[config.mk]
export PLATFORM = sky130hd
export DESIGN_NAME = pwm2_sync_timer
export DESIGN_NICKNAME = d
export VERILOG_FILES = /design/src/rtl/pwm2_pkg.sv /design/src/rtl/pwm2_prescaler.sv /design/src/rtl/pwm2_channel.sv /design/src/rtl/pwm2_outgate.sv /design/src/rtl/pwm2_sync_timer.sv
export SDC_FILE = /design/constraint.sdc
export NUM_CORES = 1
export LEC_CHECK = 0
export BUFFER_PORTS_ARGS = -buffer_cell sky130_fd_sc_hd__buf_2
export CORE_MARGIN = 2
export CORE_UTILIZATION = 59
export CTS_BUF_LIST = sky130_fd_sc_hd__clkbuf_4
export DETAILED_ROUTE_END_ITERATION = 10
export GPL_ROUTABILITY_DRIVEN = 0
export GPL_TIMING_DRIVEN = 0
export HOLD_SLACK_MARGIN = 0.12
export PLACE_DENSITY = 0.85
export SKIP_LAST_GASP = 1
export SLEW_MARGIN = 20
export SYNTH_ARGS = -nofsm -noshare
export SYNTH_HDL_FRONTEND = slang
export SYNTH_HIERARCHICAL = 1
export SYNTH_SLANG_ARGS = --single-unit
[constraint.sdc]
create_clock -name clk -period 2.38 [get_ports clk]
set_input_delay 0.238 -clock clk [delete_from_list [all_inputs] [get_ports clk]]
set_output_delay 0.238 -clock clk [all_outputs]
set_load 0.02 [all_outputs]
[src/rtl/pwm2_pkg.sv]
package pwm2_pkg;
  localparam int NUM_CH = 2;
  localparam int ADDR_W = 4;

  typedef enum logic [ADDR_W-1:0] {
    REG_CTRL = 4'd0,
    REG_DIV  = 4'd1,
    REG_LD0  = 4'd2,
    REG_LD1  = 4'd3,
    REG_PER0 = 4'd4,
    REG_DTY0 = 4'd5,
    REG_PER1 = 4'd6,
    REG_DTY1 = 4'd7,
    REG_MASK = 4'd8
  } reg_addr_e;

  typedef struct packed {
    logic clr1_en;
    logic clr0_en;
    logic couple;
    logic run;
  } ctrl_t;
endpackage

[src/rtl/pwm2_prescaler.sv]
module pwm2_prescaler #(
  parameter int PSC_W = 8
) (
  input  logic             clk,
  input  logic             rst_n,
  input  logic             run,
  input  logic             restart,
  input  logic [PSC_W-1:0] div,
  output logic             tick
);
  logic [PSC_W-1:0] phase_q;

  assign tick = run && (phase_q == div);

  always_ff @(posedge clk or negedge rst_n) begin
    if (!rst_n)               phase_q <= '0;
    else if (restart || tick) phase_q <= '0;
    else if (run)             phase_q <= phase_q + 1'b1;
  end

  AST_PHASE_BOUND: assert property (@(posedge clk) disable iff (!rst_n)
    run |-> (phase_q <= div));
endmodule

[src/rtl/pwm2_channel.sv]
module pwm2_channel #(
  parameter int CNT_W = 16
) (
  input  logic             clk,
  input  logic             rst_n,
  input  logic             tick,
  input  logic             load,
  input  logic [CNT_W-1:0] load_val,
  input  logic             clr_en,
  input  logic             clr_peer,
  input  logic [CNT_W-1:0] period,
  input  logic [CNT_W-1:0] duty,
  output logic             own_clr,
  output logic [CNT_W-1:0] cnt,
  output logic             wave
);
  logic [CNT_W-1:0] cnt_q;

  assign own_clr = clr_en && tick && (cnt_q == period);

  always_ff @(posedge clk or negedge rst_n) begin
    if (!rst_n)                   cnt_q <= '0;
    else if (load)                cnt_q <= load_val;
    else if (own_clr || clr_peer) cnt_q <= '0;
    else if (tick)                cnt_q <= cnt_q + 1'b1;
  end

  assign cnt  = cnt_q;
  assign wave = (cnt_q < duty) || (duty >= period);

  AST_CLEAR_ON_MATCH: assert property (@(posedge clk) disable iff (!rst_n)
    (own_clr && !load) |=> (cnt_q == '0));
  AST_HOLD_IDLE: assert property (@(posedge clk) disable iff (!rst_n)
    (!tick && !load && !clr_peer) |=> $stable(cnt_q));
  AST_STEP_ONE: assert property (@(posedge clk) disable iff (!rst_n)
    (tick && !load && !own_clr && !clr_peer) |=> (cnt_q == CNT_W'($past(cnt_q) + 1'b1)));
endmodule

[src/rtl/pwm2_outgate.sv]
module pwm2_outgate #(
  parameter int NCH = 2
) (
  input  logic           clk,
  input  logic           rst_n,
  input  logic           trip_async,
  input  logic           mask_wr,
  input  logic [NCH-1:0] mask_val,
  input  logic [NCH-1:0] wave,
  input  logic [NCH-1:0] port_val,
  output logic [NCH-1:0] pins
);
  logic           sync1_q, sync2_q;
  logic [NCH-1:0] mask_q;
  logic [NCH-1:0] off;

  always_ff @(posedge clk or negedge rst_n) begin
    if (!rst_n) begin
      sync1_q <= 1'b0;
      sync2_q <= 1'b0;
    end else begin
      sync1_q <= trip_async;
      sync2_q <= sync1_q;
    end
  end

  always_ff @(posedge clk or negedge rst_n) begin
    if (!rst_n)       mask_q <= '1;
    else if (sync2_q) mask_q <= '1;
    else if (mask_wr) mask_q <= mask_val;
  end

  assign off = mask_q | {NCH{sync2_q}};

  for (genvar i = 0; i < NCH; i++) begin : g_pin
    assign pins[i] = off[i] ? port_val[i] : wave[i];
  end

  AST_TRIP_LATCH: assert property (@(posedge clk) disable iff (!rst_n)
    sync2_q |=> (mask_q == '1));
  AST_TRIP_DELAY: assert property (@(posedge clk) disable iff (!rst_n)
    $rose(sync2_q) |-> $past(sync1_q));
  AST_MASK_WRITE: assert property (@(posedge clk) disable iff (!rst_n)
    (mask_wr && !sync2_q) |=> (mask_q == $past(mask_val)));
endmodule

[src/rtl/pwm2_sync_timer.sv]
module pwm2_sync_timer
  import pwm2_pkg::*;
#(
  parameter int CNT_W = 16,
  parameter int PSC_W = 8
) (
  input  logic              clk,
  input  logic              rst_n,
  input  logic              wr_en,
  input  logic [ADDR_W-1:0] wr_addr,
  input  logic [CNT_W-1:0]  wr_data,
  input  logic              ext_trip,
  input  logic [NUM_CH-1:0] port_val,
  output logic [NUM_CH-1:0] pwm_pin
);
  localparam logic [ADDR_W-1:0] LD_BASE  = ADDR_W'(REG_LD0);
  localparam logic [ADDR_W-1:0] PER_BASE = ADDR_W'(REG_PER0);

  ctrl_t            ctrl_q;
  logic [PSC_W-1:0] div_q;
  logic             tick;
  logic             any_load;
  logic [NUM_CH-1:0] own_clr, load, wave;
  logic [CNT_W-1:0] cnt    [NUM_CH];
  logic [CNT_W-1:0] per_q  [NUM_CH];
  logic [CNT_W-1:0] duty_q [NUM_CH];

  always_ff @(posedge clk or negedge rst_n) begin
    if (!rst_n) begin
      ctrl_q <= '0;
      div_q  <= '0;
    end else if (wr_en) begin
      if (wr_addr == REG_CTRL) ctrl_q <= ctrl_t'(wr_data[3:0]);
      if (wr_addr == REG_DIV)  div_q  <= wr_data[PSC_W-1:0];
    end
  end

  pwm2_prescaler #(.PSC_W(PSC_W)) u_psc (
    .clk     (clk),
    .rst_n   (rst_n),
    .run     (ctrl_q.run),
    .restart (wr_en && (wr_addr == REG_DIV)),
    .div     (div_q),
    .tick    (tick)
  );

  assign any_load = wr_en && ((wr_addr == REG_LD0) || (wr_addr == REG_LD1));

  for (genvar i = 0; i < NUM_CH; i++) begin : g_ch
    localparam logic [ADDR_W-1:0] LD_A  = LD_BASE + ADDR_W'(i);
    localparam logic [ADDR_W-1:0] PER_A = PER_BASE + ADDR_W'(2 * i);
    localparam logic [ADDR_W-1:0] DTY_A = PER_BASE + ADDR_W'(2 * i + 1);
    localparam logic [NUM_CH-1:0] SELF  = NUM_CH'(1) << i;
    logic clr_en, clr_peer;

    always_ff @(posedge clk or negedge rst_n) begin
      if (!rst_n) begin
        per_q[i]  <= '0;
        duty_q[i] <= '0;
      end else if (wr_en) begin
        if (wr_addr == PER_A) per_q[i]  <= wr_data;
        if (wr_addr == DTY_A) duty_q[i] <= wr_data;
      end
    end

    assign load[i]  = (wr_en && (wr_addr == LD_A)) || (ctrl_q.couple && any_load);
    assign clr_en   = (i == 0) ? ctrl_q.clr0_en : ctrl_q.clr1_en;
    assign clr_peer = ctrl_q.couple && |(own_clr & ~SELF);

    pwm2_channel #(.CNT_W(CNT_W)) u_ch (
      .clk      (clk),
      .rst_n    (rst_n),
      .tick     (tick),
      .load     (load[i]),
      .load_val (wr_data),
      .clr_en   (clr_en),
      .clr_peer (clr_peer),
      .period   (per_q[i]),
      .duty     (duty_q[i]),
      .own_clr  (own_clr[i]),
      .cnt      (cnt[i]),
      .wave     (wave[i])
    );
  end

  pwm2_outgate #(.NCH(NUM_CH)) u_gate (
    .clk        (clk),
    .rst_n      (rst_n),
    .trip_async (ext_trip),
    .mask_wr    (wr_en && (wr_addr == REG_MASK)),
    .mask_val   (wr_data[NUM_CH-1:0]),
    .wave       (wave),
    .port_val   (port_val),
    .pins       (pwm_pin)
  );

  AST_COUPLED_LOAD: assert property (@(posedge clk) disable iff (!rst_n)
    (ctrl_q.couple && any_load) |=> (cnt[0] == cnt[1]));
  AST_COUPLED_CLEAR: assert property (@(posedge clk) disable iff (!rst_n)
    (ctrl_q.couple && (own_clr != '0) && !any_load) |=> ((cnt[0] == '0) && (cnt[1] == '0)));
  AST_SPLIT_LOAD: assert property (@(posedge clk) disable iff (!rst_n)
    (!ctrl_q.couple && wr_en && (wr_addr == REG_LD0) && !tick) |=> $stable(cnt[1]));
endmodule

; After elaboration in Yosys (flattened, before gate mapping)
; Cells that the tools add are included.
[classes]
mux = 12
n_addsub = 3
magnitude_cmp = 4
bitwise = 1
n_eq_ne = 11
n_reduce_logical = 32
[op_table]
columns = cell, count
row1 = $mux 16, 6
row2 = $add 16x1->16 const B, 2
row3 = $eq 16x16->1, 2
row4 = $ge 16x16->1, 2
row5 = $lt 16x16->1, 2
row6 = $eq 4x3->1 const B, 4
row7 = $mux 8, 2
row8 = $logic_and 1x1->1, 13
row9 = $reduce_and 2->1, 6
row10 = $add 8x1->8 const B, 1
row11 = $eq 4x2->1 const B, 2
row12 = $eq 8x8->1, 1
row13 = $logic_or 1x1->1, 8
row14 = $reduce_bool 3->1, 2
row15 = $eq 4x1->1 const B, 1
row16 = $eq 4x4->1 const B, 1
row17 = $logic_not 4->1, 1
row18 = $mux 2, 2
row19 = $reduce_bool 2->1, 2
row20 = $mux 1, 2
row21 = $or 2x2->2, 1
[totals]
out_inout_bits = 2
register_bits = 120
wordCells = 78

; Depth between registers and ports, before layout
; Gate-level depths: netlist of the first run.
[depth]
depth_word = 8
mapped_depth = 11

; By module
; Netlist of the first run, hierarchy kept.
[by_module_without_submodules]
columns = mod, seq_area_each_um2, cells_per_inst, area_per_inst_um2, n_inst
row1 = pwm2_channel, 400.4, 261, 1969.4, 2
row2 = pwm2_sync_timer, 1901.8, 177, 3019.1, 1
row3 = pwm2_prescaler, 200.2, 48, 495.5, 1
row4 = pwm2_outgate, 102.6, 12, 162.7, 1

; Worst setup path before layout of the first run
; OpenSTA, ideal clock, no wires.
[synth_path]
path_kind = register to register
from = register u_psc.phase_q[2]
to = register g_ch[0].u_ch.cnt_q[14]
n_path_buf = 0
path_slack_ns = -0.222
period_less_slack_ns = 2.602
required_time_ns = 2.285
arrival_ns = 2.507
stages_incl_launch_ff = 11
cell_sequence = dfrtp_1 -> xnor2_1 -> nand4_1 -> nor3_4 -> nand4_1 -> nor3_1 -> and2_1 -> nor3_1 -> nor2_1 -> a41oi_1 -> o31ai_1
[synth_between]
elab_chain_len = 8
[synth_lines]
columns = item, line_no
row1 = start: declaration, pwm2_prescaler.sv:11  ; logic [PSC_W-1:0] phase_q;
row2 = start signal: assignment, pwm2_prescaler.sv:18  ; else if (run) phase_q <= phase_q + 1'b1;
row3 = $eq 8x8->1 *, pwm2_prescaler.sv:13  ; assign tick = run && (phase_q == div);
row4 = $logic_and 1x1->1 *, pwm2_prescaler.sv:13
row5 = named net tick, pwm2_sync_timer.sv:21  ; logic tick;
row6 = $logic_and 1x1->1 * (2 in a row), pwm2_channel.sv:19  ; assign own_clr = clr_en && tick && (cnt_q == period);
row7 = named net own_clr[1], pwm2_sync_timer.sv:23  ; logic [NUM_CH-1:0] own_clr, load, wave;
row8 = $logic_and 1x1->1 *, pwm2_sync_timer.sv:68  ; assign clr_peer = ctrl_q.couple && |(own_clr & ~SELF);
row9 = named net g_ch[0].clr_peer, pwm2_sync_timer.sv:54  ; logic clr_en, clr_peer;
row10 = $logic_or 1x1->1 *, pwm2_channel.sv:24  ; else if (own_clr || clr_peer) cnt_q <= '0;
row11 = $mux 16, pwm2_channel.sv:24
row12 = $mux 16, pwm2_channel.sv:23  ; else if (load) cnt_q <= load_val;
row13 = end signal: assignment, pwm2_channel.sv:23
row14 = end signal: assignment, pwm2_channel.sv:25  ; else if (tick) cnt_q <= cnt_q + 1'b1;
row15 = end: declaration, pwm2_channel.sv:17  ; logic [CNT_W-1:0] cnt_q;
; The timed path passes the listed nets; every way through them passes the cells marked *.
; A chain may end at the register's enable or synchronous reset.

; Worst setup path in the final report of the first run
[layout_path]
from = register duty_q[9] in the netlist's numbering
to = output pwm_pin[1]
[layout_between]
elab_chain_len = 3
[layout_lines]
columns = item, line_no
row1 = start: declaration, pwm2_sync_timer.sv:26  ; logic [CNT_W-1:0] duty_q [NUM_CH];
row2 = start signal: indexed assignment, pwm2_sync_timer.sv:62  ; if (wr_addr == DTY_A) duty_q[i] <= wr_data;
row3 = $lt 16x16->1 / $ge 16x16->1 (equally long branches), pwm2_channel.sv:29  ; assign wave = (cnt_q < duty) || (duty >= period);
row4 = $logic_or 1x1->1 *, pwm2_channel.sv:29
row5 = named net wave[1], pwm2_sync_timer.sv:23
row6 = $mux 1 *, pwm2_outgate.sv:36  ; assign pins[i] = off[i] ? port_val[i] : wave[i];
row7 = end: declaration, pwm2_sync_timer.sv:14  ; output logic [NUM_CH-1:0] pwm_pin
; Marked as above.

==> summary.txt, run 1 <==
Run status
  • Outcome: finished, violations left
  • Violations in the final reports: negative setup slack

STA
  • Unrepaired setup endpoints after global routing: yes
  • Peak clock frequency supported by timing: 332 MHz
  • Max-slew headroom at the worst pin: between 50% and 60%
  • Final Hold Vio Count: 0
  • Final setup violation count: 34
  • Max Clock Skew: a little over 0.03 ns
  • Crit share post-route: 127%
  • Minimum period implied by the final worst setup slack: between 3 and 4 ns
  • Worst path setup slack after routing: -0.634 ns
  • Worst-Margin Slew: between 0.6 and 0.7 ns
  • Slew Limit Fails: 0
  • Final total negative setup slack: -7.34 ns

Run
  • Number of max-capacitance violations reported: 0

Synthesis
  • Average cell area after synthesis: between 10 and 15 sq um
  • Total nets after synthesis: 850
  • Count of flip-flops with a built-in enable after synthesis: 0
  • Post-synthesis sequential area ratio: 39.5%
  • Number of register bits inferred by synthesis: 120
  • Cell types occupying the most area after synthesis: sky130_fd_sc_hd__dfrtp_1, sky130_fd_sc_hd__ha_1, sky130_fd_sc_hd__mux2_2
  • Syn Std Cell Area: about 0.0076 sq mm
  • Post-synth top flop: sky130_fd_sc_hd__dfrtp_1
  • Synthesis warning total: 6
  • Largest area contributor in the synthesized netlist: sky130_fd_sc_hd__dfrtp_1
  • Share of flip-flops with an asynchronous set or reset after synthesis: 100%
  • Count of cell types in the netlist: between 50 and 60
  • Area fraction of the dominant cell type after synthesis: 38.8%
  • Synth Instances: between 700 and 800

GRT
  • Total overflow reported by the global router: 0
  • Aggregate global-route resource usage: between 30% and 40%
  • Wire length of the first global-routing pass: 33900 um
  • Vias in the first global route: between 6k and 7k
  • Pin count of the biggest net entering global routing: 69
  • Number of antenna violations at the first check in global routing: 1

Detailed routing
  • Initial detailed-routing violation count: ~930
  • Antenna Nets Post-Route: 0
  • Total vias in the final route: about 7.0k
  • Residual DRC: 0
  • Total wire length after detailed routing: roughly 24000 um
  • Detailed-router iteration count before antenna repair: 6
  • Post-detailed-route wirelength per cell: roughly 22 um
  • Vias per cell: 6.53

Layout
  • Commonest cells after routing, fill and taps aside: sky130_fd_sc_hd__dfrtp_1, sky130_fd_sc_hd__inv_1, sky130_fd_sc_hd__nand2_1
  • Layout overhead on the synthesized area: 24.1%
  • Finished Cell Area: 0.00945 sq mm
  • Fraction of final layout cells sized beyond drive strength 1: 35.0%
  • Post-Route Utilization: around three quarters
  • Filler cell count: slightly below 800
  • Final nets: slightly below 1k
  • Most common cell after layout, fill and taps aside: sky130_fd_sc_hd__dfrtp_1

Worst setup path
  • Top fanout value on the critical path: 3
  • Critical path startpoint category: flop
  • Data arrival time of the critical path: between 2 and 3 ns
  • Slowest Stage Delay on Critical Path: about 0.40 ns
  • Most prevalent standard cell on the critical path: sky130_fd_sc_hd__o211ai_1
  • Critical path endpoint category: output port
  • Library cell contributing the largest single delay on the critical path: sky130_fd_sc_hd__dfrtp_1
  • Required time of the worst setup path: between 2 and 2.5 ns
  • Cells along the critical path: inv_1 > ha_4 > and4_4 > o211ai_1 > a21o_1 > a311oi_2 > o211ai_1 > mux2_4 > buf_6
  • Kind of critical path: reg -> out

Clocking
  • TritonCTS sink count: 120
  • Number of H-tree levels: 4
  • Number of buffers added by the clock tree synthesis step: 17
  • Clock tree from TritonCTS: yes
  • Buffers from clock root to sink, at most: 2
  • Clk_lat worst skew: 0.58 ns
  • Clock slew at the register clock pins of the worst setup and hold paths: roughly 0.12 ns
  • Root buffer cell: sky130_fd_sc_hd__clkbuf_4

Floorplan
  • Initial core utilization: about three fifths
  • Area of the die: about 0.014 sq mm
  • Height of the chip: around 120 um
  • Core Rows: just over 40
  • Width of the chip: between 100 and 150 um
  • Boundary pin count: 28
  • Core footprint: approximately 0.013 sq mm

Power and ir drop
  • Design internal power: approximately 5000 uW
  • Gate power share: between 40 and 50%
  • Share of total power in sequential cells: around two fifths
  • Total leakage power: ~0.0043 uW
  • Pwr per Cell Area: ~900 mW/mm^2
  • Switching pwr: 3470 uW
  • Maximum vdd drop: between 0.0007 and 0.0008 V
  • Share of power burned in the clock network: between 10% and 20%
  • Switching share of total power: approximately two fifths

Placed design
  • HPWL after detailed placement: between 10000 and 15000 um
  • Area of placed instances: about 0.008 sq mm
  • Pre-CTS WS: -0.980 ns
  • Number of input and output port buffers inserted: 26

Hold path
  • Type of the worst min-delay path: in -> async
-- state kept, by name, summed over array words and instances (netlist names) --
name,flops
duty_q,32
ctrl_q,2
g_ch.clr_en,2
u_gate/mask_q,2
u_gate/sync1_q,1
g_ch.u_ch/cnt,32
u_gate/sync2_q,1
u_psc/phase_q,8
div_q,8
per_q,32
-- critical path: cells and delay by family (launching register included) --
kind            cells  cell delay, ns
simple gates        1            0.23
flops               1            0.40
buf+inv             2            0.22
fa+ha+maj           1            0.28
mux                 1            0.33
compound gates      4            0.75
-- power by group through the flow --
stage          registers [uW]  clock network, uW  logic (uW)
5_1_grt                  3310               1570        4070
4_1_cts                  3190               1470        3200
6_report                 3240               1480        3770
3_3_place_gp             3270                  0        2490
3_5_place_dp             3290                  0        2640
2_1_floorplan            3080                  0        2040
-- synth_stat cells (13+ instances only) --
cell type / count
sky130_fd_sc_hd__nand4_1: 23
sky130_fd_sc_hd__nor2_1: 32
sky130_fd_sc_hd__a21oi_1: 41
sky130_fd_sc_hd__inv_1: 68
sky130_fd_sc_hd__dfrtp_1: 118
sky130_fd_sc_hd__nand3_1: 19
sky130_fd_sc_hd__o21ai_0: 44
sky130_fd_sc_hd__xor2_1: 34
sky130_fd_sc_hd__nor3_1: 29
sky130_fd_sc_hd__nand2_1: 62
sky130_fd_sc_hd__and3_1: 13
sky130_fd_sc_hd__xnor2_1: 15
sky130_fd_sc_hd__ha_1: 65
sky130_fd_sc_hd__mux2_4: 20
sky130_fd_sc_hd__mux2_2: 56
-- per-layer routing --
| metal | part of all wire [%] | vias to the layer above | GRT usage [%] |
|---|---|---|---|
| met5 | 0 | - | 0 |
| met3 | 10 | 149 | 6.20 |
| met2 | 46 | 520 | 49.7 |
| met4 | 6.6 | 0 | 15.0 |
| li1 | - | 2987 | - |
| met1 | 37 | 3381 | 40.8 |
-- per-stage QoR --
stage                     hold slack (ns)  instances  total power (uW)
after global placement              0.332        957              5760
after CTS                           0.160       1059              7860
after global routing                0.173       1078              8950
after detailed placement            0.222        958              5920
final                               0.179       1078              8490
after floorplan                   -0.0576        759              5130
-- repair_timing --
item	in CTS	in global routing
resized for setup	58	86
cloned	3	0
endpoints found under the setup margin	34	34
hold buffers	18	0
pin swaps	24	45
hold endpoints to repair	231	0
buffers inserted	48	21
-- logic make-up after synthesis --
group | after synthesis | synth area share, %
compound gates | 133 | 10.7
xor+xnor | 49 | 5.64
fa+ha+maj | 65 | 10.7
buf+inv | 89 | 5.19
flops | 120 | 39.5
mux | 79 | 12.6
simple gates | 224 | 15.6
-- worst paths after layout --
kind | start | to | slack, ns | depth (start not counted)
worst max-delay path | duty_q[9] | pwm_pin[1] | -0.63 | 9
worst min-delay path | rst_n | duty_q[5] | 0.18 | 2
worst max register to register | g_ch[0].u_ch/cnt[8] | g_ch[1].u_ch/cnt[14] | -0.29 | 11
worst min register to register | u_gate/sync1_q | u_gate/sync2_q | 0.37 | 0
max in group asynchronous | rst_n | g_ch[0].u_ch/cnt[13] | 1.44 | 3
min in group clk | wr_addr[3] | u_gate/mask_q[0] | 0.18 | 3
-- layout make-up --
class / instances / area, sq um / share of cell area [%]
plain buffers: 21 / 143 / 1.51
clock inverters: 13 / 130 / 1.38
inverters: 68 / 255 / 2.70
well taps: 172 / 215 / 2.28
multi-input cells: 551 / 4630 / 48.9
repair buffers: 113 / 913 / 9.67
flip-flops and latches: 120 / 3020 / 32.0
clock buffers: 19 / 143 / 1.51
diodes: 1 / 2.50 / 0.0265
Note: power is estimated with default switching activity, not from simulation.
==> run 2, diff against run 1 <==
--- a/config.mk
+++ b/config.mk
@@ -14,6 +14,7 @@
 export GPL_TIMING_DRIVEN = 0
 export HOLD_SLACK_MARGIN = 0.12
 export PLACE_DENSITY = 0.85
+export SETUP_SLACK_MARGIN = 0.3
 export SKIP_LAST_GASP = 1
 export SLEW_MARGIN = 20
 export SYNTH_ARGS = -nofsm -noshare
==> run 2 against run 1 <==
Net effect: the run still ends with negative setup slack left; largest power group unchanged; flip-flop and latch count unchanged; final area increased by 2.1%; first-iteration DRC count is 17% higher; highest routed layer unchanged; combinational power rose by 4%; non-clock buffer count shrank 4; critical path type unchanged; largest cell class unchanged; critical endpoint unchanged; clock-buffer cell count is 2 lower.
==> summary.txt, run 2 (synthesis gave the netlist of run 1 again) <==
Worst setup path
  • Critical path startpoint category: flop
  • Critical path endpoint category: output port
  • Required time of the worst setup path: about 2.1 ns
  • Top fanout value on the critical path: 3
  • Kind of critical path: reg -> out
  • Critical path launch point: duty_q[7]
  • Data arrival time of the critical path: 2.73 ns
  • Worst flop-to-flop path startpoint: g_ch[1].u_ch/cnt[11]

STA
  • Minimum period implied by the final worst setup slack: roughly 3 ns
  • Worst path setup slack after routing: -0.585 ns
  • Max-slew headroom at the worst pin: a little under half
  • Worst hold slack after final layout: around 0.12 ns
  • Final Hold Vio Count: 0
  • Slew Limit Fails: 0
  • Max Clock Skew: 0.0385 ns
  • Worst-Margin Slew: 0.805 ns
  • Unrepaired setup endpoints after global routing: yes
  • Peak clock frequency supported by timing: approximately 340 MHz
  • Crit share post-route: 125%
  • Final setup violation count: 34

Layout
  • Layout overhead on the synthesized area: 26.7%
  • Commonest cells after routing, fill and taps aside: sky130_fd_sc_hd__dfrtp_1, sky130_fd_sc_hd__inv_1, sky130_fd_sc_hd__nand2_1
  • Antenna Diode Count: 0
  • Most common cell after layout, fill and taps aside: sky130_fd_sc_hd__dfrtp_1
  • Filler cell count: around 740
  • Post-Route Utilization: approximately three quarters
  • Fraction of final layout cells sized beyond drive strength 1: between 30 and 40%
  • Number of non-filler instances in the completed layout: between 1k and 1.5k
  • Area taken by flip-flops and latches: ~0.0030 sq mm
  • Final nets: around 980
  • Multi-input logic area: approximately 0.0047 sq mm

Floorplan
  • Core footprint: between 0.01 and 0.015 sq mm
  • Area of the die: roughly 0.014 sq mm
  • Boundary pin count: 28
  • Width of the chip: about 120 um
  • Initial core utilization: 60.4%
  • Height of the chip: about 120 um
  • Core Rows: 41

GRT
  • Vias in the first global route: between 7k and 8k
  • Wire length of the first global-routing pass: ~37000 um
  • Aggregate global-route resource usage: 34.0%
  • Pin count of the biggest net entering global routing: 80
  • Number of antenna violations at the first check in global routing: 0
  • Total overflow reported by the global router: 0

Detailed routing
  • Antenna Nets Post-Route: 0
  • Residual DRC: 0
  • Vias per cell: 6.66
  • Initial detailed-routing violation count: ~1.1k
  • Total wire length after detailed routing: between 20000 and 30000 um
  • Detailed-router iteration count before antenna repair: 7
  • Total vias in the final route: roughly 7.1k
  • Post-detailed-route wirelength per cell: approximately 24 um

Clocking
  • Clock slew at the register clock pins of the worst setup and hold paths: ~0.13 ns
  • Root buffer cell: sky130_fd_sc_hd__clkbuf_4
  • Clk_lat worst skew: ~0.6 ns
  • Clock tree from TritonCTS: yes
  • TritonCTS sink count: between 100 and 150
  • Number of H-tree levels: 4
  • Buffers from clock root to sink, at most: 2
  • Number of buffers added by the clock tree synthesis step: 17

Run
  • Number of max-capacitance violations reported: 0

Placed design
  • Number of input and output port buffers inserted: 26
  • Pre-CTS WS: -1.06 ns
  • Cell Count Post-Placement: 958
  • HPWL after detailed placement: 13500 um

Power and ir drop
  • Pwr per Cell Area: 946 mW/mm^2
  • Maximum vdd drop: slightly below 0.0008 V
  • Total leakage power: approximately 0.0044 uW

Run status
  • Outcome: finished, violations left
  • Violations in the final reports: negative setup slack

Hold path
  • Type of the worst min-delay path: in -> async
[run 2: repair_timing]
item / 4_1_cts / 5_1_grt
pin swaps: 39 / 36
resized for setup: 110 / 61
hold buffers: 18 / 0
hold endpoints to repair: 229 / 0
setup buffers: 46 / 16
setup endpoints to repair: 34 / 34
gates cloned: 3 / 0
[run 2: cell type report]
class | instances | area share (%)
multi-input cells | 551 | 49.1
clock inverters | 15 | 2.55
clock buffers | 17 | 1.32
plain buffers | 21 | 1.47
flip-flops and latches | 120 | 31.3
inverters | 68 | 2.65
repair buffers | 109 | 9.35
well taps | 172 | 2.23
[run 2: through the flow]
| step | cell area [sq um] | TNS [ns] | total power [uW] |
|---|---|---|---|
| 2_1_floorplan | 7620 | -1.85 | 5130 |
| 3_3_place_gp | 7960 | -73.35 | 5750 |
| 3_5_place_dp | 8000 | -27.16 | 5920 |
| 4_1_cts | 9250 | -1.65 | 8410 |
| 5_1_grt | 9650 | -9.93 | 9530 |
| 6_report | 9650 | -8.62 | 9120 |
[run 2: per-layer routing]
layer / track usage, % / vias to the layer above / part of all wire [%]
met5: 0 / - / 0
met1: 40.7 / 3409 / 36
li1: - / 2992 / -
met3: 8.38 / 199 / 9.6
met4: 20.9 / 0 / 7.5
met2: 55.2 / 544 / 47
[run 2: worst paths after layout]
path,to,slack [ns],cells after the start
worst max-delay path,pwm_pin[1],-0.58,9
worst min-delay path,g_ch[1].u_ch/cnt[5],0.12,2
worst max register to register,g_ch[0].u_ch/cnt[14],-0.36,10
worst min register to register,u_gate/sync2_q,0.36,0
max in group asynchronous,g_ch[0].u_ch/cnt[9],1.52,3
min in group clk,u_gate/mask_q[0],0.20,3
[run 2: report_power, final]
group          leakage (uW)  internal (uW)  total [uW]  switching, uW
combinational       0.00272           1850        3910           2060
sequential          0.00146           2590        3260            672
clock              0.000188           1050        1960            910
total               0.00436           5480        9120           3640
[run 2: critical path, cell delays in order (launching register included)]
cell and delay [ns]:
sky130_fd_sc_hd__dfrtp_1 0.40, sky130_fd_sc_hd__inv_1 0.06, sky130_fd_sc_hd__ha_1 0.33, sky130_fd_sc_hd__and4_1 0.21, sky130_fd_sc_hd__o211ai_1 0.10, sky130_fd_sc_hd__a21o_1 0.21, sky130_fd_sc_hd__a311oi_2 0.26, sky130_fd_sc_hd__o211ai_1 0.15
sky130_fd_sc_hd__mux2_4 0.29, sky130_fd_sc_hd__buf_6 0.13
==> run 3, diff against run 2 <==
--- a/config.mk
+++ b/config.mk
@@ -5,14 +5,14 @@
 export SDC_FILE = /design/constraint.sdc
 export NUM_CORES = 1
 export LEC_CHECK = 0
-export BUFFER_PORTS_ARGS = -buffer_cell sky130_fd_sc_hd__buf_2
+export BUFFER_PORTS_ARGS = -buffer_cell sky130_fd_sc_hd__clkbuf_2
 export CORE_MARGIN = 2
 export CORE_UTILIZATION = 59
 export CTS_BUF_LIST = sky130_fd_sc_hd__clkbuf_4
 export DETAILED_ROUTE_END_ITERATION = 10
 export GPL_ROUTABILITY_DRIVEN = 0
 export GPL_TIMING_DRIVEN = 0
-export HOLD_SLACK_MARGIN = 0.12
+export HOLD_SLACK_MARGIN = 0.1
 export PLACE_DENSITY = 0.85
 export SETUP_SLACK_MARGIN = 0.3
 export SKIP_LAST_GASP = 1
==> run 3 against run 2 <==
Net effect: the run still ends with negative setup slack left; final cell count rose by 0.56%; sequential power shrank 1%; clock skew shrank 0.0045 ns; wire length decreased by 6.6%; combinational power is 4% lower; worst hold slack improved by 0.070 ns; die area unchanged; maximum frequency grew 0.44%; register-to-register slack better by 0.07 ns; critical path depth unchanged; non-clock buffer count grew 6; first-iteration DRC count fell by 26%; critical path type unchanged.
==> summary.txt, run 3 (synthesis gave the netlist of run 1 again) <==
Run status
  • Outcome: finished, violations left
  • Violations in the final reports: negative setup slack

Floorplan
  • Core Rows: 41
  • Area of the die: approximately 0.014 sq mm
  • Core footprint: around 0.013 sq mm
  • Width of the chip: 118 um
  • Boundary pin count: 28
  • Initial core utilization: between 60% and 70%
  • Height of the chip: 118 um

Layout
  • Final nets: about 990
  • Most common cell after layout, fill and taps aside: sky130_fd_sc_hd__dfrtp_1
  • Antenna Diode Count: 0
  • Finished Cell Area: ~0.0095 sq mm
  • Commonest cells after routing, fill and taps aside: sky130_fd_sc_hd__dfrtp_1, sky130_fd_sc_hd__inv_1, sky130_fd_sc_hd__nand2_1
  • Layout overhead on the synthesized area: 24.4%
  • Fraction of final layout cells sized beyond drive strength 1: roughly a third
  • Post-Route Utilization: between 70% and 80%

Worst setup path
  • Worst flop-to-flop path startpoint: u_psc/phase_q[0]
  • Required time of the worst setup path: 2.14 ns
  • Top fanout value on the critical path: 2
  • Critical path startpoint category: flop
  • Cells along the critical path: inv_2 > ha_4 > and4_4 > o211ai_1 > a21o_1 > a311oi_2 > o211ai_1 > mux2_4 > clkbuf_8
  • Most prevalent standard cell on the critical path: sky130_fd_sc_hd__o211ai_1
  • Data arrival time of the critical path: between 2 and 3 ns
  • CP Buf/Inv Count: 2
  • Kind of cell with the highest combined delay on the critical path: compound AO/OA/AOI/OAI gates
  • Register-to-register setup slack: -0.29 ns
  • Capturing point of the worst reg2reg path: g_ch[0].u_ch/cnt[13]
  • Kind of critical path: reg -> out
  • Critical path endpoint category: output port
  • Depth of the most critical reg-to-reg path: 12
  • Library cell contributing the largest single delay on the critical path: sky130_fd_sc_hd__dfrtp_1
  • Slowest Stage Delay on Critical Path: approximately 0.45 ns

Detailed routing
  • Initial detailed-routing violation count: 803
  • Residual DRC: 0
  • Vias per cell: about 6.5
  • Antenna Nets Post-Route: 0
  • Post-detailed-route wirelength per cell: 21.8 um
  • Total vias in the final route: 6972
  • Detailed-router iteration count before antenna repair: 6
  • Total wire length after detailed routing: ~24000 um

Hold path
  • Hold path startpoint: wr_addr[3]
  • Type of the worst min-delay path: in -> reg
  • WHS Path Cells: 3
  • Worst Hold Endpoint: u_gate/mask_q[0]

Placed design
  • Area of placed instances: about 0.008 sq mm
  • HPWL after detailed placement: ~13000 um
  • Number of input and output port buffers inserted: 26

STA
  • Worst-Margin Slew: 0.906 ns
  • Max-slew headroom at the worst pin: 39.4%
  • Worst hold slack after final layout: 0.188 ns
  • Final setup violation count: 34
  • Final Hold Vio Count: 0
  • Worst path setup slack after routing: -0.572 ns
  • Crit share post-route: 124%
  • Peak clock frequency supported by timing: approximately 340 MHz
  • Max Clock Skew: approximately 0.034 ns
  • Minimum period implied by the final worst setup slack: a little under 3 ns
  • Slew Limit Fails: 0
  • Unrepaired setup endpoints after global routing: yes

Power and ir drop
  • Maximum vdd drop: roughly 0.00078 V
  • Pwr per Cell Area: approximately 900 mW/mm^2
  • Total leakage power: 0.00431 uW

GRT
  • Aggregate global-route resource usage: 32.3%
  • Vias in the first global route: roughly 7k
  • Wire length of the first global-routing pass: ~35000 um
  • Number of antenna violations at the first check in global routing: 0
  • Total overflow reported by the global router: 0
  • Pin count of the biggest net entering global routing: 93

Clocking
  • TritonCTS sink count: 120
  • Buffers from clock root to sink, at most: 2
  • Clock tree from TritonCTS: yes
  • Clock slew at the register clock pins of the worst setup and hold paths: 0.13 ns
  • Root buffer cell: sky130_fd_sc_hd__clkbuf_4
  • Clk_lat worst skew: 0.58 ns
  • Number of buffers added by the clock tree synthesis step: 17
  • Number of H-tree levels: 4

Run
  • Number of max-capacitance violations reported: 0
-- run 3: changes by cell type in the layout (fill, tap and decap cells not counted), moves of 3 or more --
cell	delta
sky130_fd_sc_hd__bufinv_16	-4
sky130_fd_sc_hd__a21oi_1	+4
sky130_fd_sc_hd__buf_2	-23
sky130_fd_sc_hd__a21oi_2	-4
sky130_fd_sc_hd__clkbuf_8	+3
sky130_fd_sc_hd__clkbuf_2	+23
sky130_fd_sc_hd__buf_6	-4
sky130_fd_sc_hd__o21ai_0	+3
sky130_fd_sc_hd__buf_4	+6
-- run 3: worst reg2reg max path: stages (launching register included) --
cell	delay, ns
sky130_fd_sc_hd__dfrtp_2	0.43
sky130_fd_sc_hd__xnor2_1	0.18
sky130_fd_sc_hd__nand4_1	0.22
sky130_fd_sc_hd__nor3_4	0.28
sky130_fd_sc_hd__buf_6	0.14
sky130_fd_sc_hd__buf_6	0.10
sky130_fd_sc_hd__nand4_1	0.14
sky130_fd_sc_hd__nor3_2	0.24
sky130_fd_sc_hd__and2_4	0.22
sky130_fd_sc_hd__nor3_4	0.08
sky130_fd_sc_hd__nor2_4	0.17
sky130_fd_sc_hd__a21oi_1	0.13
sky130_fd_sc_hd__o31ai_4	0.25
-- run 3: metal layers --
layer | share of wire [%] | global-route usage, % | vias up
li1 | - | - | 3006
met1 | 38 | 40.8 | 3344
met2 | 46 | 51.5 | 476
met3 | 9.2 | 8.28 | 146
met4 | 6.7 | 16.4 | 0
met5 | 0 | 0 | -
-- run 3: how the worst max path moves through the flow --
| stage | slack (ns) | from | cells after the start | end |
|---|---|---|---|---|
| after global routing | -0.69 | duty_q[15] | 9 | pwm_pin[1] |
| after floorplan | -0.19 | u_psc/phase_q[5] | 10 | g_ch[0].u_ch/cnt[14] |
| after global placement | -0.99 | u_psc/phase_q[5] | 10 | g_ch[1].u_ch/cnt[14] |
| after detailed placement | -1.08 | u_psc/phase_q[5] | 10 | g_ch[1].u_ch/cnt[14] |
| after CTS | -0.48 | g_ch[0].u_ch/cnt[8] | 8 | pwm_pin[0] |
| final | -0.57 | duty_q[25] | 9 | pwm_pin[0] |
-- run 3: power by group --
part	switching, uW	leakage, uW	internal (uW)
combinational	1930	0.00271	1810
sequential	631	0.00146	2590
clock	843	0.000141	636
-- run 3: stage by stage --
step | power (uW) | setup TNS [ns] | setup WS, ns | std cells
floorplan | 5130 | -1.85 | -0.187 | 759
global placement | 5750 | -108.62 | -0.987 | 957
detailed placement | 5890 | -26.82 | -1.08 | 958
CTS | 7930 | -1.13 | -0.481 | 1068
global route | 8890 | -13.26 | -0.687 | 1079
finish | 8430 | -9.24 | -0.572 | 1079
-- run 3: final cells by class --
cell class,count,area (sq um)
clock inverters,13,130
flip-flops and latches,120,3020
repair buffers,115,943
plain buffers,21,141
inverters,68,255
fillers,779,3150
multi-input cells,551,4620
well taps,172,215
clock buffers,19,143
-- run 3: what timing repair did --
item,CTS,global route
setup buffers,55,11
endpoints found under the setup margin,34,34
hold buffers,20,0
cloned,3,0
hold endpoints to repair,205,0
pin swaps,46,24
gates resized for setup,99,42
